`src/rtl/sio_pkg.sv`:
```
package sio_pkg;
  localparam int DATA_W  = 32;
  localparam int WORD_AW = 6;
  localparam int LANES   = DATA_W / 8;

  localparam logic [WORD_AW-1:0] W_LINE = 6'd0;
  localparam logic [WORD_AW-1:0] W_LST  = 6'd1;
  localparam logic [WORD_AW-1:0] W_IEN  = 6'd2;
  localparam logic [WORD_AW-1:0] W_STAT = 6'd3;
  localparam logic [WORD_AW-1:0] W_FCTL = 6'd4;
  localparam logic [WORD_AW-1:0] W_BAUD = 6'd5;
  localparam logic [WORD_AW-1:0] W_TXD  = 6'd8;
  localparam logic [WORD_AW-1:0] W_RXD  = 6'd12;

  localparam logic [DATA_W-1:0] LINE_MASK = 32'hE17F_0000;
  localparam logic [DATA_W-1:0] IEN_MASK  = 32'h000F_0000;
  localparam logic [DATA_W-1:0] FCTL_MASK = 32'h001F_0000;
  localparam logic [DATA_W-1:0] BAUD_MASK = 32'h03FF_0000;
  localparam logic [DATA_W-1:0] LINE_RST  = 32'h4000_0000;
  localparam logic [DATA_W-1:0] BAUD_RST  = 32'h03FF_0000;

  // flag and control bit positions that neighbouring logic decodes
  localparam int FLG_LO   = 16;
  localparam int N_FLAGS  = 3;
  localparam int N_IEN    = 4;
  localparam int IEN_DMA  = 19;
  localparam int FC_ENA   = 16;
  localparam int FC_RXCLR = 17;
  localparam int FC_TXCLR = 18;

  typedef enum logic [3:0] {
    SEL_NONE, SEL_LINE, SEL_LST, SEL_IEN, SEL_STAT,
    SEL_FCTL, SEL_BAUD, SEL_TXD, SEL_RXD
  } reg_sel_e;

  function automatic reg_sel_e word_decode(input logic [WORD_AW-1:0] w);
    case (w)
      W_LINE:  return SEL_LINE;
      W_LST:   return SEL_LST;
      W_IEN:   return SEL_IEN;
      W_STAT:  return SEL_STAT;
      W_FCTL:  return SEL_FCTL;
      W_BAUD:  return SEL_BAUD;
      W_TXD:   return SEL_TXD;
      W_RXD:   return SEL_RXD;
      default: return SEL_NONE;
    endcase
  endfunction
endpackage

```
`src/rtl/sio_fifo.sv`:
```
module sio_fifo #(
  parameter int WIDTH = 8,
  parameter int DEPTH = 16,
  localparam int AW = (DEPTH > 1) ? $clog2(DEPTH) : 1,
  localparam int CW = $clog2(DEPTH + 1)
) (
  input  logic             clk,
  input  logic             rst_n,
  input  logic             flush,
  input  logic             push,
  input  logic [WIDTH-1:0] push_data,
  input  logic             pop,
  output logic [WIDTH-1:0] head,
  output logic [CW-1:0]    count,
  output logic             empty,
  output logic             full
);
  logic [WIDTH-1:0] mem [DEPTH];
  logic [AW-1:0]    wr_ptr, rd_ptr;
  logic [CW-1:0]    cnt_q;
  logic             do_push, do_pop;

  assign empty   = (cnt_q == '0);
  assign full    = (cnt_q == CW'(DEPTH));
  assign count   = cnt_q;
  assign head    = mem[rd_ptr];
  assign do_push = push && !full;
  assign do_pop  = pop && !empty;

  function automatic logic [AW-1:0] bump(input logic [AW-1:0] p);
    return (p == AW'(DEPTH - 1)) ? '0 : p + 1'b1;
  endfunction

  always_ff @(posedge clk or negedge rst_n) begin
    if (!rst_n) begin
      wr_ptr <= '0;
      rd_ptr <= '0;
      cnt_q  <= '0;
    end else if (flush) begin
      wr_ptr <= '0;
      rd_ptr <= '0;
      cnt_q  <= '0;
    end else begin
      if (do_push) wr_ptr <= bump(wr_ptr);
      if (do_pop)  rd_ptr <= bump(rd_ptr);
      case ({do_push, do_pop})
        2'b10:   cnt_q <= cnt_q + 1'b1;
        2'b01:   cnt_q <= cnt_q - 1'b1;
        default: cnt_q <= cnt_q;
      endcase
    end
  end

  always_ff @(posedge clk) begin
    if (do_push && !flush) mem[wr_ptr] <= push_data;
  end
endmodule

```
`src/rtl/sio_flags.sv`:
```
module sio_flags #(
  parameter int NF = 3
) (
  input  logic          clk,
  input  logic          rst_n,
  input  logic [NF-1:0] cond,
  input  logic [NF-1:0] clr,
  output logic [NF-1:0] flag
);
  for (genvar i = 0; i < NF; i++) begin : g_flag
    always_ff @(posedge clk or negedge rst_n) begin
      if (!rst_n)      flag[i] <= 1'b0;
      else if (clr[i]) flag[i] <= 1'b0;
      else if (cond[i]) flag[i] <= 1'b1;
    end
  end
endmodule

```
`src/rtl/sio_csr.sv`:
```
module sio_csr
  import sio_pkg::*;
(
  input  logic               clk,
  input  logic               rst_n,
  input  logic               bus_en,
  input  logic               bus_we,
  input  logic [WORD_AW-1:0] bus_word,
  input  logic [LANES-1:0]   bus_be,
  input  logic [DATA_W-1:0]  bus_wdata,
  output logic [DATA_W-1:0]  bus_rdata,
  input  logic [N_FLAGS-1:0] flags,
  output logic [N_FLAGS-1:0] flag_clr,
  output logic [N_IEN-1:0]   ien,
  output logic               tx_push,
  output logic [7:0]         tx_byte,
  output logic               tx_flush,
  input  logic               rx_empty,
  input  logic [7:0]         rx_head,
  output logic               rx_pop,
  output logic               rx_flush
);
  logic [DATA_W-1:0] lane_m;
  logic [DATA_W-1:0] line_q, ien_q, fctl_q, baud_q, fctl_nx, rd_word;
  logic [DATA_W-1:0] stat_word;
  reg_sel_e          sel;
  logic              wr, rd;

  for (genvar l = 0; l < LANES; l++) begin : g_lane
    assign lane_m[l*8 +: 8] = {8{bus_be[l]}};
  end

  assign sel = word_decode(bus_word);
  assign wr  = bus_en && bus_we;
  assign rd  = bus_en && !bus_we;

  function automatic logic [DATA_W-1:0] merge(input logic [DATA_W-1:0] old,
                                              input logic [DATA_W-1:0] wd,
                                              input logic [DATA_W-1:0] lm,
                                              input logic [DATA_W-1:0] msk);
    return ((old & ~lm) | (wd & lm)) & msk;
  endfunction

  assign fctl_nx = (wr && sel == SEL_FCTL) ? merge(fctl_q, bus_wdata, lane_m, FCTL_MASK)
                                           : fctl_q;
  assign tx_flush = wr && sel == SEL_FCTL && fctl_nx[FC_ENA] && fctl_nx[FC_TXCLR];
  assign rx_flush = wr && sel == SEL_FCTL && fctl_nx[FC_ENA] && fctl_nx[FC_RXCLR];

  always_ff @(posedge clk or negedge rst_n) begin
    if (!rst_n) begin
      line_q <= LINE_RST;
      ien_q  <= '0;
      fctl_q <= '0;
      baud_q <= BAUD_RST;
    end else begin
      fctl_q <= fctl_nx;
      if (wr) begin
        case (sel)
          SEL_LINE: line_q <= merge(line_q, bus_wdata, lane_m, LINE_MASK);
          SEL_IEN:  ien_q  <= merge(ien_q, bus_wdata, lane_m, IEN_MASK);
          SEL_BAUD: baud_q <= merge(baud_q, bus_wdata, lane_m, BAUD_MASK);
          default:  ;
        endcase
      end
    end
  end

  assign flag_clr = (wr && sel == SEL_STAT)
                  ? (~bus_wdata[FLG_LO +: N_FLAGS] & lane_m[FLG_LO +: N_FLAGS])
                  : '0;
  assign ien      = ien_q[FLG_LO +: N_IEN];
  assign tx_push  = wr && sel == SEL_TXD && bus_be[LANES-1];
  assign tx_byte  = bus_wdata[DATA_W-1 -: 8];
  assign rx_pop   = rd && sel == SEL_RXD && bus_be[LANES-1] && !rx_empty;

  always_comb begin
    stat_word = '0;
    stat_word[FLG_LO +: N_FLAGS] = flags;
  end

  always_comb begin
    case (sel)
      SEL_LINE: rd_word = line_q;
      SEL_IEN:  rd_word = ien_q;
      SEL_STAT: rd_word = stat_word;
      SEL_FCTL: rd_word = fctl_q;
      SEL_BAUD: rd_word = baud_q;
      SEL_RXD:  rd_word = rx_empty ? '0 : {rx_head, {(DATA_W-8){1'b0}}};
      default:  rd_word = '0;
    endcase
  end

  always_ff @(posedge clk or negedge rst_n) begin
    if (!rst_n)  bus_rdata <= '0;
    else if (rd) bus_rdata <= rd_word & lane_m;
    else         bus_rdata <= '0;
  end
endmodule

```
`src/rtl/sio_regbank.sv`:
```
module sio_regbank
  import sio_pkg::*;
#(
  parameter int FIFO_DEPTH = 16,
  localparam int CNT_W = $clog2(FIFO_DEPTH + 1)
) (
  input  logic        clk,
  input  logic        rst_n,
  input  logic        bus_en,
  input  logic        bus_we,
  input  logic [5:0]  bus_word,
  input  logic [3:0]  bus_be,
  input  logic [31:0] bus_wdata,
  output logic [31:0] bus_rdata,
  output logic        tx_valid,
  input  logic        tx_ready,
  output logic [7:0]  tx_data,
  input  logic        rx_valid,
  output logic        rx_ready,
  input  logic [7:0]  rx_data,
  output logic        irq,
  output logic        dma_err
);
  logic [N_FLAGS-1:0] flags, flag_clr, flag_cond;
  logic [N_IEN-1:0]   ien;
  logic               tx_push, tx_flush, tx_empty, tx_full;
  logic               rx_pop, rx_flush, rx_empty, rx_full;
  logic [7:0]         tx_byte, rx_head;
  logic [CNT_W-1:0]   tx_count, rx_count;

  sio_csr u_csr (
    .clk(clk), .rst_n(rst_n),
    .bus_en(bus_en), .bus_we(bus_we), .bus_word(bus_word),
    .bus_be(bus_be), .bus_wdata(bus_wdata), .bus_rdata(bus_rdata),
    .flags(flags), .flag_clr(flag_clr), .ien(ien),
    .tx_push(tx_push), .tx_byte(tx_byte), .tx_flush(tx_flush),
    .rx_empty(rx_empty), .rx_head(rx_head), .rx_pop(rx_pop),
    .rx_flush(rx_flush)
  );

  sio_fifo #(.WIDTH(8), .DEPTH(FIFO_DEPTH)) u_txq (
    .clk(clk), .rst_n(rst_n), .flush(tx_flush),
    .push(tx_push), .push_data(tx_byte),
    .pop(tx_valid && tx_ready), .head(tx_data),
    .count(tx_count), .empty(tx_empty), .full(tx_full)
  );

  sio_fifo #(.WIDTH(8), .DEPTH(FIFO_DEPTH)) u_rxq (
    .clk(clk), .rst_n(rst_n), .flush(rx_flush),
    .push(rx_valid && rx_ready), .push_data(rx_data),
    .pop(rx_pop), .head(rx_head),
    .count(rx_count), .empty(rx_empty), .full(rx_full)
  );

  assign tx_valid  = !tx_empty;
  assign rx_ready  = !rx_full;
  // bit 0: receive data present, bit 1: transmit empty, bit 2: no hardware source
  assign flag_cond = {1'b0, tx_empty, !rx_empty};

  sio_flags #(.NF(N_FLAGS)) u_flags (
    .clk(clk), .rst_n(rst_n), .cond(flag_cond), .clr(flag_clr), .flag(flags)
  );

  assign irq     = |(flags & ien[N_FLAGS-1:0]);
  assign dma_err = ien[IEN_DMA - FLG_LO];

  logic unused_full;
  assign unused_full = tx_full;
endmodule

```
`config.mk`:
```
export PLATFORM = sky130hd
export DESIGN_NAME = sio_regbank
export DESIGN_NICKNAME = d
export VERILOG_FILES = /design/src/rtl/sio_pkg.sv /design/src/rtl/sio_fifo.sv /design/src/rtl/sio_flags.sv /design/src/rtl/sio_csr.sv /design/src/rtl/sio_regbank.sv
export SDC_FILE = /design/constraint.sdc
export NUM_CORES = 1
export LEC_CHECK = 0
export BUFFER_PORTS_ARGS = -buffer_cell sky130_fd_sc_hd__buf_2
export CAP_MARGIN = 40
export CORE_MARGIN = 3
export CORE_UTILIZATION = 45
export CTS_CLUSTER_DIAMETER = 50
export DETAILED_ROUTE_END_ITERATION = 8
export PLACE_DENSITY = 0.6
export SKIP_CTS_REPAIR_TIMING = 1
export SLEW_MARGIN = 20
export SYNTH_ARGS = -nofsm -noshare
export SYNTH_HDL_FRONTEND = slang
export SYNTH_HIERARCHICAL = 1
export SYNTH_SLANG_ARGS = --single-unit
```
`constraint.sdc`:
```
create_clock -name clk -period 8.63 [get_ports clk]
set_clock_uncertainty 0.05 [all_clocks]
set_input_delay 0.4315 -clock clk [delete_from_list [all_inputs] [get_ports clk]]
set_output_delay 0.4315 -clock clk [all_outputs]
set_load 0.01 [all_outputs]
```
[Yosys cells after proc, flatten, opt, wreduce, memory -nomap -nowiden]
Memory sizes are Yosys's and may differ from the RTL's.
Index checks and enable logic that the tools add are counted.
Storage, ports and cells
  memory bits (writable): 256
  bits in registers: 90
  logic and storage cells: 128
  output and inout bits: 44
  bits of input ports: 56
  bits in read-only memories: 64
  memories: 3
Operators by class
  bitwise logic cells: 14
  $add $sub $neg: 8
  reduce and logical (&&, ||, !) cells: 41
  equal/unequal tests: 18
  muxes and demuxes: 30
Memories
  u_rxq.mem: depth 16, bits a word 8, read ports 1, clocked after Yosys merged registers in 0, wr ports 1, line sio_fifo.sv:18  | logic [WIDTH-1:0] mem [DEPTH];
  u_txq.mem: depth 16, bits a word 8, read ports 1, clocked after Yosys merged registers in 0, wr ports 1, line sio_fifo.sv:18
  (no name shown): depth 16, bits a word 4, read ports 1, clocked after Yosys merged registers in 0, wr ports 0, line sio_pkg.sv:37  | case (w)
Operators with widths (number)
  32-bit one-hot mux with 6 select lines: 1
  32-bit bitwise AND: 3
  32-bit two-way mux: 2
  4-bit two-way mux: 13
  32-bit inverter: 1
  32-bit OR: 1
  26-bit bitwise AND: 1
  26-bit OR: 1
  21-bit bitwise AND: 1
  21-bit OR: 1
  20-bit bitwise AND: 1
  4-bit == test, second input constant: 5
  1-bit logical AND: 20
  20-bit OR: 1
  5-bit one-hot mux with 2 select lines: 2
  19-bit two-way mux: 1
  4-bit by 1-bit adder with 4-bit output, second input constant: 4
  4-bit by 3-bit == test with 1-bit output, second input constant: 4
  5-bit by 1-bit adder with 5-bit output, second input constant: 2
  5-bit == test, second input constant: 2
  5-bit logical NOT: 2
  5-bit two-way mux: 2
  2-bit nonzero test: 5
  5-bit by 1-bit subtractor with 5-bit output, second input constant: 2
  other kinds (15): 33

[Logic depth before layout (Yosys ltp)]
  depth after elaboration: 11
  gate-level depth with buffers: 14
  depth with buffers taken out: 14

[Hierarchy]
The synthesis kept the hierarchy.
Modules (own cells, without submodules)
  sio_fifo at u_txq: instances 1, cells an instance 307, sequential area each 4169.0 um^2, area each 5962.0 um^2
  sio_fifo at u_rxq: instances 1, cells an instance 359, sequential area each 4169.0 um^2, area each 5903.2 um^2
  sio_csr: instances 1, cells an instance 228, sequential area each 1164.9 um^2, area each 2517.4 um^2
  sio_flags: instances 1, cells an instance 6, sequential area each 75.1 um^2, area each 105.1 um^2
  sio_regbank: instances 1, cells an instance 8, sequential area each 0.0 um^2, area each 41.3 um^2

[Least setup slack after synthesis]
OpenSTA, ideal clock, no wires.
  path type: in2reg
  start point: input port bus_word[0]
  end point: memory u_txq.mem[3][0], enable pin
  library setup time: 383 ps
  required time: 8197 ps
  buffers on the path: 2
  stages on the path: 12
  data arrival time: 3550 ps
  setup slack: 4646 ps
  path through: inv_1 ha_1 mux2_4 a2111o_1 or3_1 buf_6 and3_1 o21a_1 buf_1 a211oi_1 nand2_1 nor3_1
On the way
  word-level cells in the longest chain between the ends: 11
  elaborated cells on any way between the ends: 15
  classes of those cells: 2 x eq/ne; 4 x mux; 8 x reduce/logical; 1 x memory
RTL lines
  start, declared: line sio_regbank.sv:11  | input logic [5:0] bus_word,
  memory 16 x 4 bit (*)
  4-bit two-way mux (*): line sio_pkg.sv:37
  4-bit by 3-bit == test with 1-bit output (*): line sio_csr.sv:44, sio_csr.sv:46
  1-bit logical AND (*): line sio_csr.sv:44, sio_csr.sv:46
  19-bit two-way mux: line sio_csr.sv:44  | assign fctl_nx = (wr && sel == SEL_FCTL) ? merge(fctl_q, bus_wdata, lane_m, FCTL_MASK)
  1-bit logical AND: line sio_csr.sv:46  | assign tx_flush = wr && sel == SEL_FCTL && fctl_nx[FC_ENA] && fctl_nx[FC_TXCLR];
  1-bit logical AND (*): line sio_csr.sv:46
  named net tx_flush: line sio_regbank.sv:26  | logic tx_push, tx_flush, tx_empty, tx_full;
  1-bit logical NOT (*): line sio_fifo.sv:55  | if (do_push && !flush) mem[wr_ptr] <= push_data;
  1-bit logical AND (*): line sio_fifo.sv:55
  1-bit two-way mux (*): line sio_fifo.sv:55
  1-bit two-way mux (implied by the code) (*): line sio_fifo.sv:55
  end, declared: line sio_fifo.sv:18
Mark *: on every way through the listed nets, which the timed path passes. The rest lies on a longest branch.

[Worst setup path in the final report]
  start point: input port bus_word[0]
  end point: memory u_rxq.mem[4][6], enable pin
On the way
  word-level cells in the longest chain between the ends: 11
RTL lines
  memory 16 x 4 bit (*)
  4-bit two-way mux (*): line sio_pkg.sv:37
  4-bit by 3-bit == test with 1-bit output (*): line sio_csr.sv:44, sio_csr.sv:47
  1-bit logical AND (*): line sio_csr.sv:44, sio_csr.sv:47
  19-bit two-way mux: line sio_csr.sv:44
  1-bit logical AND: line sio_csr.sv:47  | assign rx_flush = wr && sel == SEL_FCTL && fctl_nx[FC_ENA] && fctl_nx[FC_RXCLR];
  1-bit logical AND (*): line sio_csr.sv:47
  named net rx_flush: line sio_regbank.sv:27  | logic rx_pop, rx_flush, rx_empty, rx_full;
  1-bit logical NOT (*): line sio_fifo.sv:55
  1-bit logical AND (*): line sio_fifo.sv:55
  1-bit two-way mux (*): line sio_fifo.sv:55
  1-bit two-way mux (implied by the code) (*): line sio_fifo.sv:55
  end, declared: line sio_fifo.sv:18
Marks and branches as above.

==> impl_metrics.sql <==
INSERT INTO impl_metrics (metric_group, metric, value, unit) VALUES
('timing', 'period_minus_slack', '4.220', 'ns'),
('logic_synthesis', 'syn_inst', '908', ''),
('pwr', 'leakage_power_total', '5.983', 'nW'),
('detailed_routing', 'route.detailed.wl_per_inst', '21.25', 'um'),
('logic_synthesis', 'synth_seq_cells', '331', ''),
('logic_synthesis', 'number_of_unique_standard_cell_types_used_by_synthesis', '82', ''),
('final_layout', 'final_core_utilization', '52.08', '%'),
('logic_synthesis', 'synth_area_per_cell', '16.00', 'um2'),
('placed_design', 'post-place-cells', '1348', ''),
('logic_synthesis', 'synth_seq_area_share', '65.92', '%'),
('placed_design', 'final_weighted_congestion_in_routability_driven_placement', '0.8122', ''),
('floorplanning', 'die_width', '185.7', 'um'),
('clock_network', 'tritoncts.num_buffers', '38', ''),
('timing', 'final-max-slew-violation-count', '0', ''),
('grt', 'grt.overflow.total', '0', ''),
('final_layout', 'net_count_of_the_finished_layout', '1066', ''),
('detailed_routing', 'met2_wirelength_from_detailed_routing', '15.08', 'mm'),
('clock_network', 'clk_root_buffer_cell', 'sky130_fd_sc_hd__clkbuf_16', ''),
('logic_synthesis', 'ys.flop_type', 'sky130_fd_sc_hd__edfxtp_1', ''),
('worst_setup_path', 'timing.critical_path.to_type', 'flop', ''),
('worst_setup_path', 'timing.critical_path.cells', 'buf_2 > inv_1 > ha_1 > mux2_4 > a2111o_1 > or3_1 > and3_1 > o21a_1 > a211oi_1 > nand2_1 > nor2_1', ''),
('timing', 'clock.fmax', '237.0', 'MHz'),
('detailed_routing', 'top_signal_layer_used', 'met4', ''),
('detailed_routing', 'post-route-drc-count', '0', ''),
('detailed_routing', 'met3RoutedLength', '1.359', 'mm'),
('pwr', 'power_density', '267.8', 'nW/um2'),
('worst_setup_path', 'critPathRequiredTime', '8.72', 'ns'),
('final_layout', 'layoutNonFillerInstCount', '1421', ''),
('floorplanning', 'core', '31720', 'um2'),
('clock_network', 'clk_slew_on_worst_s_h_paths', '0.06', 'ns'),
('worst_setup_path', 'cp.arrival', '4.30', 'ns'),
('clock_network', 'cts_buffer_depth', '3', ''),
('detailed_routing', 'route.layer.met1.wl', '12.77', 'mm'),
('grt', 'grt_util_all_layers', '17.61', '%'),
('outcome', 'run_status', 'finished, final reports clean', ''),
('placed_design', 'io_buffer_count', '65', ''),
('clock_network', 'cts.sinks', '331', ''),
('worst_setup_path', 'cp_max_fo', '16', ''),
('timing', 'hold_violation_total_from_the_final_report', '0', ''),
('final_layout', 'nFillCells', '2642', ''),
('worst_setup_path', 'timing.critical_path.slowest_stage_cell', 'sky130_fd_sc_hd__nor2_1', ''),
('floorplanning', 'fp.dieArea', '34480', 'um2'),
('flow_run', 'max-cap-violations', '0', ''),
('grt', 'grt_max_degree', '55', ''),
('worst_setup_path', 'critical_path_class', 'primary input to flop', ''),
('detailed_routing', 'detail_route.wirelength', '30.20', 'mm'),
('placed_design', 'dp_worst_setup_slack', '3.846', 'ns'),
('logic_synthesis', 'synth.yosys.warnings', '6', ''),
('final_layout', 'area_growth_syn_to_layout', '13.69', '%'),
('logic_synthesis', 'synth-async-reset-ratio', '22.66', '%'),
('timing', 'setup_violating_endpoint_count_in_the_final_report', '0', ''),
('clock_network', 'insertion_delay_to_the_later_sink_of_the_worst_skew_pair', '0.51', 'ns'),
('floorplanning', 'num_rows', '65', ''),
('detailed_routing', 'drt.antenna.violating_nets', '0', ''),
('floorplanning', 'top_ports', '100', ''),
('worst_hold_path', 'worstHoldPathType', 'primary input to flop', ''),
('detailed_routing', 'avgViaCountPerCell', '5.600', ''),
('timing', 'fin_setup_tns', '0', 'ns'),
('grt', 'number_of_antenna_violations_at_the_first_check_in_global_routing', '0', ''),
('detailed_routing', 'drtPass1Iterations', '5', ''),
('detailed_routing', 'drt_first_iter_violations', '583', ''),
('detailed_routing', 'route.vias.total', '7957', ''),
('floorplanning', 'initial_utilization', '45.81', '%'),
('logic_synthesis', 'syn_area', '14530', 'um2'),
('final_layout', 'post_route_cells_drive_above_1_share', '25.25', '%'),
('grt', 'grt_pass1_wl', '46.23', 'mm'),
('worst_setup_path', 'critical-path-max-stage-delay', '0.66', 'ns'),
('timing', 'finalWorstSetupSlack', '4.410', 'ns'),
('placed_design', 'dp_hpwl', '19.93', 'mm'),
('timing', 'slew_headroom', '47.44', '%'),
('clock_network', 'tritoncts', 'yes', '');
## placed cells by master (no fill, tap or decap), types with 7 or more instances in the layout
cell / netlist / final
sky130_fd_sc_hd__buf_4: 25 / 22
sky130_fd_sc_hd__clkbuf_16: 0 / 40
sky130_fd_sc_hd__conb_1: 2 / 17
sky130_fd_sc_hd__and3_1: 9 / 9
sky130_fd_sc_hd__dfrtp_1: 64 / 62
sky130_fd_sc_hd__nor2_1: 67 / 67
sky130_fd_sc_hd__a22oi_1: 17 / 17
sky130_fd_sc_hd__a21oi_1: 20 / 20
sky130_fd_sc_hd__ha_1: 19 / 19
sky130_fd_sc_hd__buf_2: 17 / 64
sky130_fd_sc_hd__inv_1: 26 / 26
sky130_fd_sc_hd__nand2_1: 49 / 49
sky130_fd_sc_hd__mux4_1: 18 / 18
sky130_fd_sc_hd__mux2_2: 36 / 36
sky130_fd_sc_hd__edfxtp_1: 256 / 256
sky130_fd_sc_hd__nor2b_1: 8 / 7
sky130_fd_sc_hd__o21ai_0: 15 / 15
sky130_fd_sc_hd__clkinv_1: 1 / 7
sky130_fd_sc_hd__dfstp_2: 11 / 11
sky130_fd_sc_hd__nor3_1: 16 / 15
sky130_fd_sc_hd__mux2i_1: 41 / 41
sky130_fd_sc_hd__a221oi_1: 16 / 16
sky130_fd_sc_hd__nand3_1: 10 / 10
sky130_fd_sc_hd__mux4_2: 38 / 38
## flip-flops by register name, indices dropped and copies added, names as in the netlist, 5 cells and up, named ones only
signal,flops
u_rxq/mem,128
u_txq/mem,128
u_csr/bus_rdata,16
u_txq/count,5
u_rxq/count,5
## stage by stage
step / area, um2 / total power (W) / hold slack, ns
3_3_place_gp: 15070 / 0.002825 / 0.4158
4_1_cts: 16490 / 0.004473 / -0.2327
5_1_grt: 16520 / 0.004634 / 0.1043
3_5_place_dp: 15220 / 0.002860 / 0.3038
2_1_floorplan: 14590 / 0.002626 / 0.08591
6_report: 16520 / 0.004424 / 0.1094
## final timing paths
path                                     start                   to  slack [ns]  cells after the start
worst max register to register  u_rxq/count[0]       u_rxq/count[4]        4.85                     13
min in group asynchronous                rst_n       u_txq/count[3]        0.33                      2
worst min register to register            flop  u_csr/bus_rdata[23]        0.42                      2
worst max-delay path               bus_word[0]      u_rxq/mem[4][6]        4.41                     11
worst min-delay path             bus_wdata[23]                 flop        0.11                      2
max in group asynchronous                rst_n            async pin        7.56                      3
## cells in the mapped netlist (4+ instances only)
cell type / number / area (um2)
sky130_fd_sc_hd__a21o_1: 5 / 37.54
sky130_fd_sc_hd__a21oi_1: 20 / 100.1
sky130_fd_sc_hd__a221oi_1: 16 / 140.1
sky130_fd_sc_hd__a22oi_1: 17 / 127.6
sky130_fd_sc_hd__a31oi_1: 4 / 25.02
sky130_fd_sc_hd__and3_1: 9 / 56.30
sky130_fd_sc_hd__buf_2: 17 / 85.08
sky130_fd_sc_hd__buf_4: 25 / 187.7
sky130_fd_sc_hd__buf_6: 4 / 45.04
sky130_fd_sc_hd__clkbuf_1: 12 / 45.04
sky130_fd_sc_hd__dfrtp_1: 64 / 1602
sky130_fd_sc_hd__dfstp_2: 11 / 289.0
sky130_fd_sc_hd__edfxtp_1: 256 / 7687
sky130_fd_sc_hd__ha_1: 19 / 237.7
sky130_fd_sc_hd__inv_1: 26 / 97.59
sky130_fd_sc_hd__mux2_2: 36 / 405.4
sky130_fd_sc_hd__mux2i_1: 41 / 410.4
sky130_fd_sc_hd__mux4_1: 18 / 473.0
sky130_fd_sc_hd__mux4_2: 38 / 855.8
sky130_fd_sc_hd__nand2_1: 49 / 183.9
sky130_fd_sc_hd__nand2b_1: 5 / 31.28
sky130_fd_sc_hd__nand3_1: 10 / 50.05
sky130_fd_sc_hd__nor2_1: 67 / 251.5
sky130_fd_sc_hd__nor2b_1: 8 / 50.05
sky130_fd_sc_hd__nor3_1: 16 / 80.08
sky130_fd_sc_hd__o211ai_1: 4 / 30.03
sky130_fd_sc_hd__o21a_1: 6 / 45.04
sky130_fd_sc_hd__o21ai_0: 15 / 75.07
sky130_fd_sc_hd__or3_1: 5 / 31.28
sky130_fd_sc_hd__xor2_1: 5 / 43.79
## layer usage
metal  global-route usage, %  vias up
met3                   3.088       66
met2                   29.41      185
li1                        -     3680
met5                       0        -
met1                   23.36     4026
met4                   6.434        0
## where the power goes
part	internal [W]	leakage, nW	switching [W]	total [W]
clock network	0.000976	0.618	0.000631	0.00161
registers	0.00184	3.25	0.000128	0.00197
logic	0.000411	2.12	0.000435	0.000845
## logic make-up after synthesis
group | share of synthesized area (%)
xor+xnor | 0.3617
compound gates | 6.631
fa+ha+maj | 1.912
flops | 65.92
mux | 15.02
buf+inv | 3.634
simple gates | 6.468
other cells | 0.05169
## layout make-up
type	instances	area [um2]	share of cell area [%]
diodes	1	2.502	0.01515
clock buffers	46	1027	6.219
repair buffers	91	578.1	3.499
multi-input cells	500	4487	27.16
inverters	27	101.3	0.6135
clock inverters	23	239.0	1.447
well taps	402	503.0	3.045
flip-flops and latches	331	9580	58.00
Note: power is estimated with default switching activity, not from simulation.
